==> src/rtl/kwdt_pkg.sv <==
package kwdt_pkg;
  localparam int DATA_W    = 16;
  localparam int ADDR_W    = 2;
  localparam int EXP_W     = 5;
  localparam int EXP_MAX   = 30;
  localparam int RUN_BIT   = 15;
  localparam int RSTEN_BIT = 14;

  localparam logic [ADDR_W-1:0] A_CTRL = 2'd0;
  localparam logic [ADDR_W-1:0] A_STAT = 2'd1;
  localparam logic [ADDR_W-1:0] A_ECHO = 2'd2;

  typedef enum logic [1:0] {
    SEQ_IDLE,
    SEQ_UNL1,
    SEQ_OPEN,
    SEQ_KICK1
  } seq_e;

  typedef struct packed {
    logic             run;
    logic             rst_en;
    logic [EXP_W-1:0] expo;
  } ctrl_t;

  localparam ctrl_t CTRL_DISARMED = '{run: 1'b0, rst_en: 1'b1, expo: EXP_W'(EXP_MAX)};
endpackage

==> src/rtl/kwdt_keyseq.sv <==
module kwdt_keyseq
  import kwdt_pkg::*;
#(
  parameter logic [DATA_W-1:0] UNL_A  = 16'h3333,
  parameter logic [DATA_W-1:0] UNL_B  = 16'hCCCC,
  parameter logic [DATA_W-1:0] KICK_A = 16'hAAAA,
  parameter logic [DATA_W-1:0] KICK_B = 16'h5555
) (
  input  logic              clk,
  input  logic              por_n,
  input  logic              sys_rst_n,
  input  logic              ctl_wr,
  input  logic [DATA_W-1:0] wdata,
  output ctrl_t             ctrl_q,
  output seq_e              seq_q,
  output logic              kick,
  output logic              load
);
  seq_e             seq_d;
  ctrl_t            ctrl_d;
  logic             is_key;
  logic [EXP_W-1:0] exp_in;
  logic [EXP_W-1:0] exp_sat;

  assign is_key  = (wdata == UNL_A) || (wdata == UNL_B) ||
                   (wdata == KICK_A) || (wdata == KICK_B);
  assign exp_in  = wdata[EXP_W-1:0];
  assign exp_sat = (exp_in > EXP_W'(EXP_MAX)) ? EXP_W'(EXP_MAX) : exp_in;

  always_comb begin
    seq_d  = seq_q;
    ctrl_d = ctrl_q;
    kick   = 1'b0;
    load   = 1'b0;
    if (!sys_rst_n) begin
      seq_d  = SEQ_IDLE;
      ctrl_d = CTRL_DISARMED;
    end else if (ctl_wr) begin
      if (seq_q == SEQ_OPEN && !is_key) begin
        ctrl_d.run    = wdata[RUN_BIT];
        ctrl_d.rst_en = wdata[RSTEN_BIT];
        ctrl_d.expo   = exp_sat;
        load          = 1'b1;
        seq_d         = SEQ_IDLE;
      end else if (wdata == UNL_A) begin
        seq_d = SEQ_UNL1;
      end else if (wdata == KICK_A) begin
        seq_d = SEQ_KICK1;
      end else if (wdata == UNL_B && seq_q == SEQ_UNL1) begin
        seq_d = SEQ_OPEN;
      end else if (wdata == KICK_B && seq_q == SEQ_KICK1) begin
        kick  = 1'b1;
        seq_d = SEQ_IDLE;
      end else begin
        seq_d = SEQ_IDLE;
      end
    end
  end

  always_ff @(posedge clk or negedge por_n) begin
    if (!por_n) begin
      seq_q  <= SEQ_IDLE;
      ctrl_q <= CTRL_DISARMED;
    end else begin
      seq_q  <= seq_d;
      ctrl_q <= ctrl_d;
    end
  end
endmodule

==> src/rtl/kwdt_timer.sv <==
module kwdt_timer
  import kwdt_pkg::*;
#(
  parameter int PRE_DIV = 1024,
  parameter int CNT_W   = EXP_MAX
) (
  input  logic             clk,
  input  logic             por_n,
  input  logic             clr,
  input  logic             run,
  input  logic [EXP_W-1:0] expo,
  output logic [CNT_W-1:0] cnt_q,
  output logic             exp_q
);
  localparam int PRE_W = (PRE_DIV > 1) ? $clog2(PRE_DIV) : 1;

  logic             tick;
  logic [CNT_W-1:0] cnt_d;
  logic             exp_d;
  logic [CNT_W:0]   span;
  logic [CNT_W:0]   term;
  logic             hit;

  generate
    if (PRE_DIV > 1) begin : g_pre
      logic [PRE_W-1:0] pre_q;
      logic [PRE_W-1:0] pre_d;

      assign tick = run && (pre_q == PRE_W'(PRE_DIV - 1));

      always_comb begin
        if (clr || !run || tick) pre_d = '0;
        else                     pre_d = pre_q + 1'b1;
      end

      always_ff @(posedge clk or negedge por_n) begin
        if (!por_n) pre_q <= '0;
        else        pre_q <= pre_d;
      end
    end else begin : g_nopre
      assign tick = run;
    end
  endgenerate

  assign span = (CNT_W+1)'(1) << expo;
  assign term = span - 1'b1;
  assign hit  = tick && (cnt_q == term[CNT_W-1:0]);

  always_comb begin
    exp_d = 1'b0;
    if (clr || !run) begin
      cnt_d = '0;
    end else if (hit) begin
      cnt_d = '0;
      exp_d = 1'b1;
    end else if (tick) begin
      cnt_d = cnt_q + 1'b1;
    end else begin
      cnt_d = cnt_q;
    end
  end

  always_ff @(posedge clk or negedge por_n) begin
    if (!por_n) begin
      cnt_q <= '0;
      exp_q <= 1'b0;
    end else begin
      cnt_q <= cnt_d;
      exp_q <= exp_d;
    end
  end
endmodule

==> src/rtl/kwdt_status.sv <==
module kwdt_status (
  input  logic       clk,
  input  logic       por_n,
  input  logic       sys_rst_n,
  input  logic       exp_pulse,
  input  logic       rst_en,
  input  logic       stat_wr,
  input  logic [1:0] clr_mask,
  output logic       rst_req,
  output logic       sticky_q,
  output logic       expired_q
);
  logic sticky_d;
  logic expired_d;

  assign rst_req = exp_pulse && rst_en;

  always_comb begin
    sticky_d  = sticky_q;
    expired_d = expired_q;
    if (!sys_rst_n) begin
      expired_d = 1'b0;
    end else if (stat_wr) begin
      if (clr_mask[0]) sticky_d  = 1'b0;
      if (clr_mask[1]) expired_d = 1'b0;
    end
    if (rst_req)                           sticky_d  = 1'b1;
    if (sys_rst_n && exp_pulse && !rst_en) expired_d = 1'b1;
  end

  always_ff @(posedge clk or negedge por_n) begin
    if (!por_n) begin
      sticky_q  <= 1'b0;
      expired_q <= 1'b0;
    end else begin
      sticky_q  <= sticky_d;
      expired_q <= expired_d;
    end
  end
endmodule

==> src/rtl/kwdt_top.sv <==
module kwdt_top
  import kwdt_pkg::*;
#(
  parameter int                PRE_DIV = 1024,
  parameter logic [DATA_W-1:0] UNL_A   = 16'h3333,
  parameter logic [DATA_W-1:0] UNL_B   = 16'hCCCC,
  parameter logic [DATA_W-1:0] KICK_A  = 16'hAAAA,
  parameter logic [DATA_W-1:0] KICK_B  = 16'h5555
) (
  input  logic              clk,
  input  logic              por_n,
  input  logic              sys_rst_n,
  input  logic              wr_en,
  input  logic [ADDR_W-1:0] addr,
  input  logic [DATA_W-1:0] wdata,
  output logic [DATA_W-1:0] rdata,
  output logic              rst_req
);
  localparam int CNT_W = EXP_MAX;
  localparam int PAD_W = DATA_W - 2 - EXP_W;

  logic             echo_q;
  logic             echo_d;
  logic             ctl_wr;
  logic             stat_wr;
  ctrl_t            ctrl_q;
  seq_e             seq_q;
  logic             kick;
  logic             load;
  logic             tmr_clr;
  logic [CNT_W-1:0] cnt_q;
  logic             exp_q;
  logic             sticky_q;
  logic             expired_q;

  assign ctl_wr  = wr_en && (addr == A_CTRL) && !echo_q;
  assign stat_wr = wr_en && (addr == A_STAT);
  assign tmr_clr = kick || load || !sys_rst_n;

  always_comb begin
    echo_d = echo_q;
    if (!sys_rst_n)                       echo_d = 1'b0;
    else if (wr_en && (addr == A_ECHO))   echo_d = wdata[0];
  end

  always_ff @(posedge clk or negedge por_n) begin
    if (!por_n) echo_q <= 1'b0;
    else        echo_q <= echo_d;
  end

  kwdt_keyseq #(
    .UNL_A (UNL_A),
    .UNL_B (UNL_B),
    .KICK_A(KICK_A),
    .KICK_B(KICK_B)
  ) u_seq (
    .clk      (clk),
    .por_n    (por_n),
    .sys_rst_n(sys_rst_n),
    .ctl_wr   (ctl_wr),
    .wdata    (wdata),
    .ctrl_q   (ctrl_q),
    .seq_q    (seq_q),
    .kick     (kick),
    .load     (load)
  );

  kwdt_timer #(
    .PRE_DIV(PRE_DIV),
    .CNT_W  (CNT_W)
  ) u_tmr (
    .clk  (clk),
    .por_n(por_n),
    .clr  (tmr_clr),
    .run  (ctrl_q.run),
    .expo (ctrl_q.expo),
    .cnt_q(cnt_q),
    .exp_q(exp_q)
  );

  kwdt_status u_stat (
    .clk      (clk),
    .por_n    (por_n),
    .sys_rst_n(sys_rst_n),
    .exp_pulse(exp_q),
    .rst_en   (ctrl_q.rst_en),
    .stat_wr  (stat_wr),
    .clr_mask (wdata[1:0]),
    .rst_req  (rst_req),
    .sticky_q (sticky_q),
    .expired_q(expired_q)
  );

  always_comb begin
    unique case (addr)
      A_CTRL:  rdata = {ctrl_q.run, ctrl_q.rst_en, {PAD_W{1'b0}}, ctrl_q.expo};
      A_STAT:  rdata = {{(DATA_W-2){1'b0}}, expired_q, sticky_q};
      A_ECHO:  rdata = {{(DATA_W-1){1'b0}}, echo_q};
      default: rdata = '0;
    endcase
  end
endmodule

==> config.mk <==
export PLATFORM = sky130hd
export DESIGN_NAME = kwdt_top
export DESIGN_NICKNAME = d
export VERILOG_FILES = /design/src/rtl/kwdt_pkg.sv /design/src/rtl/kwdt_keyseq.sv /design/src/rtl/kwdt_timer.sv /design/src/rtl/kwdt_status.sv /design/src/rtl/kwdt_top.sv
export SDC_FILE = /design/constraint.sdc
export NUM_CORES = 1
export LEC_CHECK = 0
export CORE_ASPECT_RATIO = 1.25
export CORE_MARGIN = 3
export CORE_UTILIZATION = 53
export DETAILED_ROUTE_END_ITERATION = 12
export PLACE_DENSITY_LB_ADDON = 0.12
export SETUP_SLACK_MARGIN = 0.2
export SLEW_MARGIN = 10
export SYNTH_ARGS = -nofsm -noshare
export SYNTH_HDL_FRONTEND = slang
export SYNTH_SLANG_ARGS = --single-unit
==> constraint.sdc <==
create_clock -name clk -period 6.2 [get_ports clk]
set_input_delay 1.24 -clock clk [delete_from_list [all_inputs] [get_ports clk]]
set_output_delay 1.24 -clock clk [all_outputs]
set_load 0.01 [all_outputs]
==> impl_metrics.csv <==
group,metric,value,unit
synthesis,synthMuxAreaShare,0.0166,
power_and_ir_drop,power_density,154,nW/um2
global_routing,grt_max_degree,54,
synthesis,yosys_warnings,0,
synthesis,ys_ff_latch,53,
cts,post_cts_buffers,0,
cells_and_area,fin_cells,614,
synthesis,synth-simple-area-share,0.331,
cts,numCtsBuffers,5,
global_routing,grt_use_met1,0.327,
timing,fin_skew,0.0202,ns
power_and_ir_drop,seqPwrFrac,0.537,
run,cap_violations,0,
drt,vias,3825,
place,placed_cell_area,4530,um2
power_and_ir_drop,p_comb_frac,0.162,
synthesis,synth_top_family_by_area,"simple AND/OR/NAND/NOR gates",
synthesis,yosysUniqueCellTypes,75,
drt,via_per_inst,6.23,
drt,route.detailed.drc,0,
cts,cts_root_buffer,"clkbuf_8",
cells_and_area,fillers,721,
drt,dr.pass1.iters,4,
drt,wl_per_cell,18.1,um
global_routing,grt_pass1_wl,18400,um
drt,ant_nets,0,
timing,finalHoldViolCount,0,
cells_and_area,antennaDiodeCount,0,
cells_and_area,nNetsFinal,543,
setup_path,r2r_setup_slack,1.93,ns
synthesis,synth_commonest_cells,"dfrtp_1 (48), nor2_1 (40), nor3_1 (39)",
global_routing,grtUsageMet2,0.425,
die,io_pins,39,
die,die_area,9250,um2
cts,cts_resized,0,
cells_and_area,drive_gt1_frac,0.0886,
setup_path,critical_path.max_fanout,44,
synthesis,synth-edff-count,0,
timing,hold_slack,0.490,ns
cts,cts_tree,"built",
setup_path,start_kind,"register",
synthesis,synth_seq_area_share,0.309,
timing,tightest_slew,0.850,ns
synthesis,synth.area.top_cells,"dfrtp_1 (28%), xor2_1 (5.1%), xnor2_1 (4.9%), nor3_1 (4.5%), nor2_1 (3.5%)",
synthesis,synth-compound-area-share,0.157,
drt,totalWireLength,11100,um
synthesis,synth_area_per_cell,8.38,um2
timing,slew_headroom,0.434,
setup_path,r2r-end,"u_tmr.cnt_q[0]$_DFFE_PN0P_",
die,core,7840,um2
die,die_h,107,um
cts,cts_sinks,53,
timing,fin_tns_setup,0,ns
cells_and_area,syn_to_final_growth,7.44,%
global_routing,grt_pass1_vias,3660,
timing,rsz0062_at_grt,"no",
synthesis,synth_most_common_cell,"dfrtp_1",
cts,holdBufCountCts,0,
synthesis,synth-adder-area-share,0.00871,
place,port_buffers,29,
timing,slew_viol_final,0,
global_routing,grt_remaining_overflow,0,
cts,cts_buffer_depth,2,
place,placedCellCount,606,
place,hpwl,8050,um
power_and_ir_drop,swShare,0.300,
global_routing,antenna_found_initial,0,
cts,clk_pin_slew,0.11,ns
power_and_ir_drop,p_int,498,uW
power_and_ir_drop,leakagePower,0.00171,uW
timing,finalSetupViolations,0,
setup_path,rr_startpoint,"u_seq.ctrl_q[4]$_DFFE_PN1P_",
die,rows,36,
synthesis,netlist_instances,514,
synthesis,synth_top_area_frac,0.279,
die,initial_core_util,0.550,
global_routing,use_met3,0.0300,
worst_hold_path,holdPathStages,1,
global_routing,top_usage_layer,"met2",
run_status,outcome,"complete, no violations",
synthesis,synth-main-ff-cell,"dfrtp_1",
power_and_ir_drop,vdd_drop_max,0.130,mV
worst_hold_path,min_to,"u_tmr.g_pre.pre_q[0]$_DFF_PN0_",
power_and_ir_drop,finalPower,711,uW
die,die_x,86.6,um
global_routing,track_usage,0.250,
timing,max_freq,0.234,GHz
setup_path,end_kind,"register",
synthesis,synth_xor_area_frac,0.0996,
worst_hold_path,min-delay-start,"u_tmr.g_pre.pre_q[0]$_DFF_PN0_",
cts,h-tree-depth,2,
synthesis,synthArstFlopShare,1.00,
synthesis,synth_top_area_cell,"dfrtp_1",
worst_hold_path,holdCritPathClass,"reg2reg",
power_and_ir_drop,power_frac_clock,0.301,
drt,drtIter0Drc,392,
cts,clk_latency,0.32,ns
setup_path,r2r_cells,11,
setup_path,worstSetupPathType,"reg2reg",
synthesis,synthesis.area,4310,um2
power_and_ir_drop,p_sw,213,uW
timing,final.min_clock_period,4.27,ns
setup_path,cp.required,6.39,ns
cells_and_area,final_area,4630,um2
setup_path,arrival,4.46,ns
place,routabilityCongestion,0.939,
timing,post-route-period-util,0.689,
==> worst max-delay path: stages, from the launching register on <==
cell       delay [ns]
dfstp_2          1.03
nor2_1           0.20
nand2_1          0.11
ha_1             0.51
or3b_2           0.54
o31a_1           0.13
a2bb2oi_1        0.14
xnor2_1          0.17
or4bb_1          0.56
nor4b_4          0.22
buf_4            0.38
o32ai_2          0.14
==> area by class of cell <==
type	instances	area [um2]	area share
clock buffers	6	82.6	0.0178
clock inverters	2	17.5	0.00378
well taps	95	119	0.0257
multi-input cells	405	2690	0.580
flip-flops and latches	53	1330	0.288
inverters	20	75.1	0.0162
repair buffers	33	315	0.0681
==> stage by stage <==
| stage | worst slack (ns) | util |
|---|---|---|
| 2_1_floorplan | 2.72 | - |
| 3_3_place_gp | 2.07 | 0.578 |
| 3_5_place_dp | 1.96 | 0.578 |
| 4_1_cts | 1.95 | 0.591 |
| 5_1_grt | 1.66 | 0.591 |
| 6_report | 1.93 | 0.591 |
==> how the worst max path moves through the flow <==
| stage | start | slack (ns) | end | cells after the start |
|---|---|---|---|---|
| global placement | u_seq.ctrl_q[4]$_DFFE_PN1P_ | 2.07 | u_tmr.cnt_q[0]$_DFFE_PN0P_ | 11 |
| global route | u_seq.ctrl_q[4]$_DFFE_PN1P_ | 1.66 | u_tmr.cnt_q[0]$_DFFE_PN0P_ | 11 |
| CTS | u_seq.ctrl_q[4]$_DFFE_PN1P_ | 1.95 | u_tmr.cnt_q[0]$_DFFE_PN0P_ | 11 |
| detailed placement | u_seq.ctrl_q[4]$_DFFE_PN1P_ | 1.96 | u_tmr.cnt_q[0]$_DFFE_PN0P_ | 11 |
| floorplan | addr[0] | 2.72 | u_tmr.cnt_q[12]$_DFFE_PN0P_ | 8 |
| finish | u_seq.ctrl_q[4]$_DFFE_PN1P_ | 1.93 | u_tmr.cnt_q[0]$_DFFE_PN0P_ | 11 |
==> kinds of logic (layout without fill, tap and decap cells) <==
logic type	after synthesis	count (layout)
adder cells (fa/ha/maj)	3	3
AND/OR/NAND/NOR	243	243
buffers and inverters	64	61
AO/OA/AOI/OAI	94	94
other	1	9
multiplexers	7	7
flip-flops	53	53
XOR/XNOR	49	49
==> registers in the layout, indices dropped and copies added, names as in the netlist <==
name and flops:
u_tmr.cnt_q 30, u_tmr.g_pre.pre_q 10, u_seq.ctrl_q 7, u_seq.seq_q 2, echo_q 1, u_stat.expired_q 1, u_stat.sticky_q 1, u_tmr.exp_q 1
==> layer usage <==
layer / routed length (um) / vias to the layer above
met5: 0 / -
met4: 338 / 0
met3: 330 / 20
met2: 5700 / 84
met1: 4720 / 1855
li1: - / 1866
==> cell usage in the layout (no fill, tap or decap), types with 4 or more instances in the layout <==
| cell | netlist | layout |
|---|---|---|
| and4_1 | 5 | 5 |
| nor2_1 | 40 | 40 |
| xor2_1 | 25 | 25 |
| nand4_1 | 17 | 17 |
| mux2i_1 | 6 | 6 |
| xnor2_1 | 24 | 24 |
| nor2b_1 | 12 | 12 |
| clkdlybuf4s50_1 | 0 | 28 |
| or2_2 | 4 | 4 |
| o31a_1 | 4 | 4 |
| nor4bb_1 | 7 | 7 |
| nor3_2 | 12 | 12 |
| and2_1 | 7 | 7 |
| a21oi_1 | 11 | 11 |
| nand3_1 | 22 | 22 |
| or3_1 | 9 | 9 |
| a31oi_1 | 5 | 5 |
| nor4_1 | 4 | 4 |
| a22oi_1 | 5 | 5 |
| a211oi_1 | 5 | 5 |
| o22ai_1 | 4 | 4 |
| nand2_1 | 29 | 29 |
| o21ai_0 | 17 | 17 |
| nor3_1 | 39 | 39 |
| nand2b_1 | 4 | 4 |
| nor3b_1 | 5 | 5 |
| and3_1 | 10 | 10 |
| dfrtp_1 | 48 | 48 |
| nand3b_1 | 4 | 4 |
| clkbuf_8 | 0 | 6 |
| o21a_1 | 6 | 6 |
| dfstp_2 | 5 | 5 |
| buf_4 | 13 | 4 |
| inv_1 | 20 | 20 |
| conb_1 | 1 | 9 |
==> power groups by stage <==
| stage | Clock, uW | Combinational, uW | Sequential, uW |
|---|---|---|---|
| 2_1_floorplan | 0 | 100 | 362 |
| 3_3_place_gp | 0 | 114 | 387 |
| 3_5_place_dp | 0 | 115 | 387 |
| 4_1_cts | 220 | 115 | 381 |
| 5_1_grt | 231 | 127 | 385 |
| 6_report | 214 | 115 | 382 |
(Power assumes the default switching activity.)
